==> src/rtl/kwdtPkg.sv <==
package kwdtPkg;

  localparam int unsigned OFF_CTRL   = 'h00;
  localparam int unsigned OFF_CFG    = 'h04;
  localparam int unsigned OFF_MODEB  = 'h08;
  localparam int unsigned OFF_STATUS = 'h0C;
  localparam int unsigned OFF_PROT   = 'h10;
  localparam int unsigned OFF_CLKSEL = 'h18;

  typedef enum logic [2:0] {
    SEL_NONE,
    SEL_CFG,
    SEL_MODEB,
    SEL_STATUS,
    SEL_PROT,
    SEL_CLKSEL
  } regSelE;

  typedef struct packed {
    logic   reloadStb;
    logic   cfgWr;
    logic   modeBWr;
    logic   protWr;
    logic   clkWr;
    logic   statusRd;
    regSelE rdSel;
  } dpStrobesT;

endpackage

==> src/rtl/kwdtCtrl.sv <==
module kwdtCtrl
  import kwdtPkg::*;
#(
  parameter int ADDR_W = 8,
  parameter int KEY_W  = 16,
  parameter logic [KEY_W-1:0] RELOAD_KEY = 16'h5FA0
) (
  input  logic              clk,
  input  logic              rstN,
  input  logic [ADDR_W-1:0] addr,
  input  logic              wrEn,
  input  logic              rdEn,
  input  logic [KEY_W-1:0]  keyField,
  input  logic              reloadBit,
  output dpStrobesT         strb
);

  regSelE sel;
  logic   isCtrl;
  logic   keyOk;

  // Address decode; anything not listed (including misaligned) is unmapped.
  always_comb begin
    sel    = SEL_NONE;
    isCtrl = 1'b0;
    if (addr == ADDR_W'(OFF_CTRL))        isCtrl = 1'b1;
    else if (addr == ADDR_W'(OFF_CFG))    sel = SEL_CFG;
    else if (addr == ADDR_W'(OFF_MODEB))  sel = SEL_MODEB;
    else if (addr == ADDR_W'(OFF_STATUS)) sel = SEL_STATUS;
    else if (addr == ADDR_W'(OFF_PROT))   sel = SEL_PROT;
    else if (addr == ADDR_W'(OFF_CLKSEL)) sel = SEL_CLKSEL;
  end

  assign keyOk = (keyField == RELOAD_KEY);

  // The reload bit is a strobe: it lives for the write cycle only and
  // never holds state, so it always reads back as zero.
  always_comb begin
    strb.reloadStb = wrEn && isCtrl && keyOk && reloadBit;
    strb.cfgWr     = wrEn && (sel == SEL_CFG);
    strb.modeBWr   = wrEn && (sel == SEL_MODEB);
    strb.protWr    = wrEn && (sel == SEL_PROT);
    strb.clkWr     = wrEn && (sel == SEL_CLKSEL);
    strb.statusRd  = rdEn && (sel == SEL_STATUS);
    strb.rdSel     = rdEn ? sel : SEL_NONE;
  end

  // at most one register is written per access
  a_r8_single_target: assert property (@(posedge clk) disable iff (!rstN)
    $onehot0({strb.reloadStb, strb.cfgWr, strb.modeBWr, strb.protWr, strb.clkWr}));

  // a reload strobe never comes without a write
  a_r3_reload_needs_write: assert property (@(posedge clk) disable iff (!rstN)
    strb.reloadStb |-> wrEn);

endmodule

==> src/rtl/kwdtDatapath.sv <==
module kwdtDatapath
  import kwdtPkg::*;
#(
  parameter int DATA_W = 32,
  parameter int CNT_W  = 12,
  parameter logic [CNT_W-1:0]  CFG_RST   = 12'hFFF,
  parameter logic [DATA_W-1:0] MODEB_RST = 32'h0000_7FFF
) (
  input  logic              clk,
  input  logic              rstN,
  input  logic              tickEn,
  input  logic [DATA_W-1:0] wrData,
  input  dpStrobesT         strb,
  output logic [DATA_W-1:0] rdData,
  output logic              rstReq
);

  localparam int PAD_CFG = DATA_W - CNT_W;

  logic [CNT_W-1:0]  cfgVal;
  logic [DATA_W-1:0] modeBVal;
  logic [DATA_W-1:0] protVal;
  logic [DATA_W-1:0] clkVal;
  logic [CNT_W-1:0]  count;
  logic [CNT_W-1:0]  countNext;
  logic              uflFlag;
  logic              uflEvent;
  logic              rstReqQ;

  // Plain storage registers
  always_ff @(posedge clk or negedge rstN) begin
    if (!rstN) begin
      cfgVal   <= CFG_RST;
      modeBVal <= MODEB_RST;
      protVal  <= '0;
      clkVal   <= '0;
    end else begin
      if (strb.cfgWr)   cfgVal   <= wrData[CNT_W-1:0];
      if (strb.modeBWr) modeBVal <= wrData;
      if (strb.protWr)  protVal  <= wrData;
      if (strb.clkWr)   clkVal   <= wrData;
    end
  end

  // Counter: reload beats tick; a tick at zero is the underflow
  always_comb begin
    uflEvent = tickEn && !strb.reloadStb && (count == '0);
    if (strb.reloadStb)   countNext = cfgVal;
    else if (uflEvent)    countNext = cfgVal;
    else if (tickEn)      countNext = count - CNT_W'(1);
    else                  countNext = count;
  end

  always_ff @(posedge clk or negedge rstN) begin
    if (!rstN) begin
      count   <= CFG_RST;
      uflFlag <= 1'b0;
      rstReqQ <= 1'b0;
    end else begin
      count   <= countNext;
      rstReqQ <= uflEvent;
      if (uflEvent)           uflFlag <= 1'b1;
      else if (strb.statusRd) uflFlag <= 1'b0;
    end
  end

  assign rstReq = rstReqQ;

  // Read mux
  always_comb begin
    unique case (strb.rdSel)
      SEL_CFG:    rdData = {{PAD_CFG{1'b0}}, cfgVal};
      SEL_MODEB:  rdData = modeBVal;
      SEL_STATUS: rdData = {{(DATA_W-1){1'b0}}, uflFlag};
      SEL_PROT:   rdData = protVal;
      SEL_CLKSEL: rdData = clkVal;
      default:    rdData = '0;
    endcase
  end

  // a valid reload lands the stored reload value
  a_r2_reload_value: assert property (@(posedge clk) disable iff (!rstN)
    strb.reloadStb |=> count == $past(cfgVal));

  // one step down per tick away from zero
  a_r5_step_down: assert property (@(posedge clk) disable iff (!rstN)
    (tickEn && !strb.reloadStb && count != '0) |=> count == $past(count) - CNT_W'(1));

  // no tick, no reload, no movement
  a_r5_hold: assert property (@(posedge clk) disable iff (!rstN)
    (!tickEn && !strb.reloadStb) |=> $stable(count));

  // a reset request is always recorded in the flag
  a_r6_req_flag: assert property (@(posedge clk) disable iff (!rstN)
    rstReq |-> uflFlag);

  // after an underflow the counter restarts from the reload value
  a_r6_restart: assert property (@(posedge clk) disable iff (!rstN)
    uflEvent |=> count == $past(cfgVal));

  // a status read without a colliding underflow clears the flag
  a_r7_read_clears: assert property (@(posedge clk) disable iff (!rstN)
    (strb.statusRd && !uflEvent) |=> !uflFlag);

endmodule

==> src/rtl/keyWatchdog.sv <==
module keyWatchdog
  import kwdtPkg::*;
#(
  parameter int ADDR_W = 8,
  parameter int CNT_W  = 12,
  parameter logic [15:0] RELOAD_KEY = 16'h5FA0,
  parameter logic [CNT_W-1:0] CFG_RST = 12'hFFF,
  parameter logic [31:0] MODEB_RST = 32'h0000_7FFF
) (
  input  logic              clk,
  input  logic              rstN,
  input  logic              tickEn,
  input  logic [ADDR_W-1:0] addr,
  input  logic              wrEn,
  input  logic [31:0]       wrData,
  input  logic              rdEn,
  output logic [31:0]       rdData,
  output logic              rstReq
);

  localparam int DATA_W = 32;
  localparam int KEY_W  = DATA_W / 2;

  dpStrobesT strb;

  kwdtCtrl #(
    .ADDR_W    (ADDR_W),
    .KEY_W     (KEY_W),
    .RELOAD_KEY(RELOAD_KEY)
  ) uCtrl (
    .clk      (clk),
    .rstN     (rstN),
    .addr     (addr),
    .wrEn     (wrEn),
    .rdEn     (rdEn),
    .keyField (wrData[DATA_W-1:KEY_W]),
    .reloadBit(wrData[0]),
    .strb     (strb)
  );

  kwdtDatapath #(
    .DATA_W   (DATA_W),
    .CNT_W    (CNT_W),
    .CFG_RST  (CFG_RST),
    .MODEB_RST(MODEB_RST)
  ) uDp (
    .clk   (clk),
    .rstN  (rstN),
    .tickEn(tickEn),
    .wrData(wrData),
    .strb  (strb),
    .rdData(rdData),
    .rstReq(rstReq)
  );

  // the control word is write-only
  a_r4_ctrl_reads_zero: assert property (@(posedge clk) disable iff (!rstN)
    (rdEn && addr == ADDR_W'(OFF_CTRL)) |-> rdData == '0);

  // nothing drives the read bus when no read is requested
  a_r4_idle_bus: assert property (@(posedge clk) disable iff (!rstN)
    !rdEn |-> rdData == '0);

endmodule

==> config.mk <==
export PLATFORM = sky130hd
export DESIGN_NAME = keyWatchdog
export DESIGN_NICKNAME = d
export VERILOG_FILES = /design/src/rtl/kwdtPkg.sv /design/src/rtl/kwdtCtrl.sv /design/src/rtl/kwdtDatapath.sv /design/src/rtl/keyWatchdog.sv
export SDC_FILE = /design/constraint.sdc
export NUM_CORES = 1
export LEC_CHECK = 0
export ABC_AREA = 1
export ABC_CLOCK_PERIOD_IN_PS = 2100
export BUFFER_PORTS_ARGS = -buffer_cell sky130_fd_sc_hd__buf_2
export CAP_MARGIN = 10
export CORE_MARGIN = 2
export CORE_UTILIZATION = 40
export CTS_CLUSTER_SIZE = 30
export DETAILED_ROUTE_END_ITERATION = 12
export HOLD_SLACK_MARGIN = 0.03
export PLACE_DENSITY = 0.69
export SLEW_MARGIN = 20
export SYNTH_ARGS = -nofsm -noshare
export SYNTH_HDL_FRONTEND = slang
export SYNTH_HIERARCHICAL = 1
export SYNTH_SLANG_ARGS = --single-unit
==> constraint.sdc <==
create_clock -name clk -period 2.1 [get_ports clk]
set_input_delay 0.21 -clock clk [delete_from_list [all_inputs] [get_ports clk]]
set_output_delay 0.21 -clock clk [all_outputs]
set_load 0.02 [all_outputs]
# [Word level (Yosys, flattened, before mapping)]
# Cells that the tools add are included.
[op_classes] n_eq_ne=16 add_sub_neg=1 mux=14 reduce_logical=15
[op_table] operator="32-bit one-hot mux with 5 select lines" n=1
[op_table] operator="12-bit two-way mux" n=3
[op_table] operator="3-bit two-way mux" n=7
[op_table] operator="16-bit by 15-bit equality test with 1-bit output (second input constant)" n=1
[op_table] operator="8-bit by 4-bit equality test with 1-bit output (second input constant)" n=2
[op_table] operator="8-bit by 5-bit equality test with 1-bit output (second input constant)" n=2
[op_table] operator="3-bit by 2-bit equality test with 1-bit output (second input constant)" n=4
[op_table] operator="3-bit equality test (second input constant)" n=4
[op_table] operator="12-bit logical NOT" n=1
[op_table] operator="12-bit by 1-bit subtractor with 12-bit output (second input constant)" n=1
[op_table] operator="1-bit logical AND" n=10
[op_table] operator="8-bit by 3-bit equality test with 1-bit output (second input constant)" n=1
[op_table] operator="8-bit logical NOT" n=1
[op_table] operator="3-bit by 1-bit equality test with 1-bit output (second input constant)" n=2
[op_table] operator="1-bit two-way mux" n=3
[op_table] operator="3-bit nonzero test" n=1
[op_table] operator="2-bit nonzero test" n=1
[op_table] operator="1-bit logical NOT" n=1
[totals] output_inout_bits=33 wordCells=53 ff_bits=122 inputBits=45

# [Longest topological paths before layout]
# Gate-level depths: netlist (run 1).
[depth] depth_word=11 mapped_depth=14 ltp_nobuf=14

# [Cells and area by module]
# Netlist (run 1), hierarchy kept.
[by_module_without_submodules] mod="kwdtDatapath" cells_each=632 n_inst=1 seq_area_each_um2=3101.7 area_per_inst_um2=5683.0
[by_module_without_submodules] mod="kwdtCtrl" cells_each=56 n_inst=1 seq_area_each_um2=0.0 area_per_inst_um2=260.2

# [Worst setup path after synthesis (run 1)]
# OpenSTA, ideal clock, no wires.
[synth_timing] path_kind="input-to-output" from="input addr[6]" to="output rdData[10]" t_arrival_ns=1.656 path_stages=12 required_time_ns=1.890 slack_ns=0.234 n_path_buf=1 path_cell_list="inv_1 > nand2_2 > nor2_2 > nand2_1 > nand2_2 > nand2_2 > nor2_1 > inv_1 > nor2_1 > nand2_1 > clkbuf_1 > o21ai_0"
[synth_lines] element="start: declaration" line_no="keyWatchdog.sv:13" source="input logic [ADDR_W-1:0] addr,"
[synth_lines] element="end: declaration" line_no="keyWatchdog.sv:17" source="output logic [31:0] rdData,"

==> metrics.txt, run 1 <==
Syn Nets 735; FMAX 499 MHz; Starting Density 0.409; largest net degree at the start of global routing 65; core footprint 14,500 um^2; Post-synth EDFFs 0; top_reg_cell synth dfrtp_1; top cells by area, synth dfrtp_1, dfstp_2, nand2_1; routed length on met2 6990 um; Crit path required time 1890 ps; sequential fraction of the synthesis area 0.522; WL met3 683 um; CP Buf/Inv Count 5; Max VDD drop 0.613 mV; DRT Pass-1 Iters 5; Total GRT Usage 0.193; first-pass GRT wire length 24,200 um; Post-Route Skew 6.52 ps; CP max-delay cell buf_2; num ports 78; share of the synthesized area in the top cell type 0.349; die footprint 15,800 um^2; max incr delay on CP 210 ps; row cnt 44; synth unique cells 28; CP arrival 1800 ps; area added between synthesis and finish 28.5%; vias in the first global route 4,905; DP HPWL 9530 um; DRC 0; GP Congestion 0.868; asr flop ratio synth 1.00; die width 126 um; synthesized cell area 5940 um^2; DR iter-0 viols 274; initial antenna violation count 0; # clock sinks 122; clk buf depth 2; total power 6850 uW; Final Hold Viols 0; CP Max Fanout 16; CTS root buf clkbuf_16; Worst slew margin 0.641; number of H-tree levels 4; Top Metal Used met4; CTS tree done; syn_area_per_cell 8.64 um^2; Top delay family on crit path buffers and inverters; CP Capture Type output port; post-placement cell count 946; most common cell after layout, fill and taps aside nand2_1; PD cells 897 nW/um^2; vias per cell 5.02; clock slew at reported path FFs 50 ps; Lkg Pwr 0.00373 uW; CP Launch Type input pin; Final Cycle Share 0.955; Non-Filler Instances 992; antenna-violating nets left 0; MaxCap Viol Count 0; via count 4,978; Final setup viols 0; Hold Path Class in -> reg; Yosys Warn Count 6; fraction of layout cells with a size suffix above 1 0.330; routed wire length 14,600 um; number of synthesized register bits 122; fin crit period 2010 ps; most frequent cells in the layout nand2_1, inv_1, o21ai_0; status completed; grt ovf 0; ANT cells 0; fin. max-slew vios 0; Fillers 1,350; Post-Synthesis Cells 688; final net count 842; Clock Latency Late Sink 420 ps; kind of critical path in -> out; input/output buffers 77; wire length per cell 14.7 um; worst-path cell chain buf_2, inv_2, nand2_4, nor2_4, nand2_2, nand2_2, nand2_4, nor2_4, nand3_1, buf_12, buf_4, o221ai_1, buf_2; number of CTS-inserted buffers 17; cell accounting for the most synthesized area dfrtp_1; WL met1 6630 um; worst slew pin tran 538 ps; die height 126 um
stage by stage:
step	instance area, um^2	hold WS, ps	utilization	setup TNS [ps]	setup WS [ps]
6_report	7640	35.2	0.525	0	94.1
5_1_grt	7640	36.5	0.525	-63.3	-36.7
4_1_cts	7460	30.2	0.513	0	35.5
3_5_place_dp	6780	223	0.467	0	8.88
3_3_place_gp	6780	228	0.467	0	31.0
2_1_floorplan	5940	-85.6	-	0	234
power breakdown:
group	switching (uW)	internal, uW
combinational	688	386
clock	1000	1830
sequential	160	2790
path summary, 6_finish.rpt:
check                              from              end  slack, ps  depth (start not counted)
setup / recovery                addr[0]       rdData[30]         90                         13
hold / removal               wrData[14]   uDp/clkVal[14]         40                          3
setup reg to reg           uDp/count[0]     uDp/count[7]        310                         10
hold reg to reg            uDp/count[8]     uDp/count[8]        480                          2
max in group asynchronous          rstN     uDp/count[9]       1070                          3
min in group asynchronous          rstN  uDp/protVal[23]        310                          2
tightest hold or removal path, cell delays in order:
cell and delay, ps:
buf_2 100, nand2_1 40, o21ai_0 60
per-layer routing:
metal | track usage | vias up
met5 | 0 | -
met4 | 0.0834 | 0
met3 | 0.0472 | 20
met2 | 0.301 | 144
met1 | 0.256 | 2371
li1 | - | 2443
timing repair:
action	in CTS	in global routing
gates cloned	0	1
gates resized for setup	1	47
hold endpoints to repair	27	0
pin swaps	0	12
buffers inserted	0	3
endpoints found under the setup margin	1	37
hold buffers	10	0
synth_stat cells (2+ instances only):
cell        n
nor2_4      2
o22ai_1    12
dfstp_2    39
nand4_1     6
clkbuf_1   22
o221ai_1   20
mux2_2     31
inv_1     108
nor2_1     29
nand3_1    30
nand2_2    13
a21oi_1    12
o21ai_1     2
nand2_1   153
nor2_2      6
buf_2       9
ha_1        2
nand3b_1    2
a21oi_2     3
o21ai_0    97
dfrtp_1    83
registers in the layout, indices dropped and copies added, names as in the netlist:
name and flops:
uDp/clkVal 32, uDp/uflFlag 1, uDp/count 12, uDp/cfgVal 12
uDp/protVal 32, uDp/rstReq 1, uDp/modeBVal 32
cell type report:
cell class	instances	area, um^2	area share
tap	184	230	0.0301
inverter	109	413	0.0541
timing repair buffer	121	916	0.120
sequential	122	3100	0.406
multi-input combinational	424	2400	0.314
clock buffer	24	482	0.0631
clock inverter	8	92.6	0.0121
cell families after synthesis:
group                      after synthesis  synth area share
and+or+nand+nor                        245             0.180
AOI/OAI and AO/OA                      146             0.140
buffers and inverters                  142            0.0949
DFF                                    122             0.522
muxes                                   31            0.0587
adders and majority gates                2           0.00421
No activity file was read; power rests on OpenSTA's default activity.
==> run 2: changes to the inputs <==
==> constraint.sdc (replaced) <==
create_clock -name clk -period 2.1 [get_ports clk]
set_input_delay 0.42 -clock clk [delete_from_list [all_inputs] [get_ports clk]]
set_output_delay 0.42 -clock clk [all_outputs]
set_load 0.02 [all_outputs]
==> run 2 against run 1 <==
Net effect: the flow now finishes with violations (setup timing); setup slack lost 380 ps; clock skew shrank 1.9 ps; clock-buffer cell count shrank 6; routed wire length grew 27%; power grew 5.9%; critical path depth grew 2; die area is the same; sequential share of layout area shrank 6.5 points; largest power group is now clock.
==> metrics.txt, run 2 (synthesis results as in run 1) <==
Hold Path Class in -> reg; sw frac 0.291; ANT cells 0; RSZ-0062 raised after global routing yes; design area 9100 um^2; CP arrival 1970 ps; Seq pwr share 0.409; antenna-violating nets left 0; Worst slew margin 0.735; die footprint 15,800 um^2; Clock Latency Late Sink 420 ps; DP HPWL 10,200 um; Post-Route Skew 4.59 ps; largest net degree at the start of global routing 74; Internal 5140 uW; die width 126 um; CP Max Fanout 10; GP Congestion 0.845; core footprint 14,500 um^2; Clk pwr share 0.416; Final Cycle Share 1.14; grt ovf 0; PD cells 797 nW/um^2; input/output buffers 77; number of CTS-inserted buffers 17; area added between synthesis and finish 53.1%; # clock sinks 122; CP Launch Type input pin; DRT Pass-1 Iters 4; Final setup viols 64; num ports 78; vias in the first global route 5,388; Lkg Pwr 0.00423 uW; Net Sw Power 2110 uW; row cnt 44; via count 5,525; die height 126 um; number of H-tree levels 4; CP Capture Type output port; clk buf depth 2; Total GRT Usage 0.210; CTS tree done; worst slew pin tran 397 ps; biggest regs uDp/clkVal (32), uDp/modeBVal (32), uDp/protVal (32); most common cell after layout, fill and taps aside nand2_1; fin crit period 2390 ps; DRC 0; post-place instance area 7150 um^2; CTS root buf clkbuf_16; fin worst setup slack -286 ps; kind of critical path in -> out; MaxCap Viol Count 0; Max VDD drop 0.575 mV; WL met1 7750 um; most frequent cells in the layout nand2_1, inv_1, dfrtp_1; Final Hold Viols 0; routed length on met2 9400 um; status finished, violations left; wire length per cell 17.8 um; DR iter-0 viols 455; fraction of layout cells with a size suffix above 1 0.489; setup TNS -14,070 ps; routed wire length 18,500 um; failing checks setup timing; vias per cell 5.31; FMAX 419 MHz; initial antenna violation count 0; WL met3 841 um; fin. max-slew vios 0; first-pass GRT wire length 26,800 um; Top Metal Used met4; final net count 890; combinational fraction of design power 0.176; Starting Density 0.409; clock slew at reported path FFs 60 ps; Crit path required time 1680 ps
-- run 2: routing by layer --
metal,global-route usage,vias up
li1,-,2553
met1,0.274,2741
met2,0.351,183
met3,0.0433,48
met4,0.0698,0
met5,0,-
-- run 2: through the flow --
step	std cells	util	hold WS, ps	worst slack [ps]	total power (uW)
after detailed placement	967	0.492	442	-485	4080
after CTS	1020	0.575	233	-226	7150
final	1040	0.626	240	-286	7250
after floorplan	688	-	124	-31.5	3700
after global routing	1040	0.626	256	-350	7570
after global placement	967	0.492	444	-436	4040
-- run 2: what timing repair did --
action,CTS,global route
endpoints found under the setup margin,32,77
setup buffers,19,12
cloned,1,11
hold endpoints to repair,45,0
resized for setup,128,117
hold buffers,1,0
pin swaps,10,24
-- run 2: cell type report --
cell class                 instances  area, um^2
fill                            1109        5440
sequential                       122        3100
clock inverter                    14         170
multi-input combinational        425        3040
timing repair buffer             168        1690
clock buffer                      18         439
tap                              184         230
inverter                         109         422
-- run 2: worst paths after layout --
check	from	to	slack, ps	cells past startpoint
max in group asynchronous	rstN	uDp/cfgVal[10]	1160	3
max	addr[5]	rdData[4]	-290	15
min	wrData[12]	uDp/protVal[12]	240	3
min in group asynchronous	rstN	uDp/clkVal[14]	540	3
min reg2reg	uDp/count[10]	uDp/count[10]	480	2
max reg2reg	uDp/count[0]	uDp/count[3]	300	10
-- run 2: power groups by stage --
stage	Sequential (uW)	Combinational [uW]	Clock (uW)
5_1_grt	3000	1430	3150
6_report	2960	1270	3020
2_1_floorplan	2940	757	0
3_3_place_gp	2970	1070	0
4_1_cts	2960	1170	3020
3_5_place_dp	2980	1090	0
-- run 2: critical path: stages --
cell and delay [ps]:
buf_8 100, inv_4 50, nand2_4 50, nor2_4 110
nand2_2 70, nand2_2 90, nand2_4 60, nor2_4 160
inv_2 90, nand2_2 110, inv_4 80, buf_12 160
a21oi_2 170, o21ai_2 90, buf_6 140
==> run 3: changes to the inputs <==
ABC_CLOCK_PERIOD_IN_PS = 3000   (was 2100)
clock period = 3 ns   (was 2.1 ns; I/O delays follow)
==> run 3 against run 2 <==
Net effect: the flow now finishes without violations; combinational power decreased by 44%; cell area decreased by 19%; routed wire length decreased by 21%; critical path type unchanged; critical endpoint is now rdData[0]; highest routed layer unchanged.
==> metrics.txt, run 3 (synthesis results as in run 1) <==
Worst slew margin 0.583; ANT cells 0; CTS tree done; area of the multi-input gates 2360 um^2; CTS hold repair buffers 0; fin crit period 2900 ps; vias per cell 5.05; biggest regs uDp/clkVal (32), uDp/modeBVal (32), uDp/protVal (32); input/output buffers 77; CP Max Fanout 16; Crit path required time 2400 ps; register area 3100 um^2; Seq pwr share 0.421; Max VDD drop 0.458 mV; Hold Path Class in -> async; Net Sw Power 1340 uW; wire length per cell 15.0 um; status completed; clock slew at reported path FFs 50 ps; number of H-tree levels 4; antenna-violating nets left 0; cts repair resizes 0; GP Congestion 0.849; CP Capture Type output port; combinational fraction of design power 0.146; most frequent cells in the layout nand2_1, inv_1, o21ai_0; DP HPWL 9230 um; # clock sinks 122; vias in the first global route 4,669; Starting Density 0.409; Final setup viols 0; clk buf depth 2; num ports 78; grt ovf 0; fraction of layout cells with a size suffix above 1 0.307; PD cells 665 nW/um^2; sw frac 0.274; initial antenna violation count 0; first-pass GRT wire length 23,600 um; MaxCap Viol Count 0; Clk pwr share 0.433; Final Hold Viols 0; die footprint 15,800 um^2; row cnt 44; die height 126 um; DR iter-0 viols 331; area added between synthesis and finish 23.9%; Final Cycle Share 0.966; worst slew pin tran 625 ps; Lkg Pwr 0.00360 uW; most common cell after layout, fill and taps aside nand2_1; Post-Route Skew 3.16 ps; final net count 817; routed wire length 14,500 um; kind of critical path in -> out; via count 4,885; number of CTS-inserted buffers 17; Internal 3560 uW; core footprint 14,500 um^2; Total GRT Usage 0.187; FMAX 345 MHz; DRT Pass-1 Iters 5; CP Launch Type input pin; RSZ-0062 raised after global routing no; setup TNS 0 ps; Fillers 1,367; DRC 0; Final Util 0.507; largest net degree at the start of global routing 65; die width 126 um; Clock Latency Late Sink 420 ps; CP arrival 2300 ps; fin. max-slew vios 0; CTS root buf clkbuf_16; Post-CTS Setup Inserts 0
[run 3: area by class of cell]
cell class | count | share of cell area
clock inverters | 13 | 0.0228
multi-input cells | 424 | 0.320
repair buffers | 96 | 0.0873
well taps | 184 | 0.0313
clock buffers | 19 | 0.0615
flip-flops and latches | 122 | 0.421
inverters | 109 | 0.0556
[run 3: path summary, 6_finish.rpt]
path,from,endpoint,slack (ps),cells after the start
max,addr[6],rdData[0],100,14
min reg2reg,uDp/count[8],uDp/count[8],470,2
max in group asynchronous,rstN,uDp/modeBVal[9],2190,2
min in group clk,wrData[12],uDp/protVal[12],420,3
min,rstN,uDp/modeBVal[24],90,1
max reg2reg,uDp/count[0],uDp/count[10],1200,10
[run 3: power by group through the flow]
| stage | clock, uW | sequential, uW | combinational, uW |
|---|---|---|---|
| after global routing | 2240 | 2090 | 825 |
| after floorplan | 0 | 2060 | 509 |
| after global placement | 0 | 2080 | 694 |
| after detailed placement | 0 | 2090 | 709 |
| final | 2120 | 2060 | 715 |
| after CTS | 2150 | 2060 | 715 |
[run 3: worst max-delay path, cell delays in order]
cell and delay [ps]:
buf_2 90, inv_1 50, nand2_2 100, nor2_4 130, nand2_1 80, nand2_2 100
nand2_2 90, nor2_4 160, nand3_4 120, buf_12 190, o21ai_0 140, nor2_1 60
o21ai_0 130, buf_2 230
[run 3: per-stage QoR]
step                instances  power [uW]  setup WS [ps]  cell area [um^2]  hold WS (ps)
CTS                       965        4930           56.3              7260          98.3
finish                    967        4900            101              7360          92.9
detailed placement        933        2800           80.1              6640           461
global route              967        5150         0.0511              7360           108
global placement          933        2780            139              6640           461
floorplan                 688        2570            354              5940           304
[run 3: metal layers]
metal	track usage	wire, um
met1	0.256	6720
met2	0.293	6930
met3	0.0374	588
met4	0.0743	287
met5	0	0
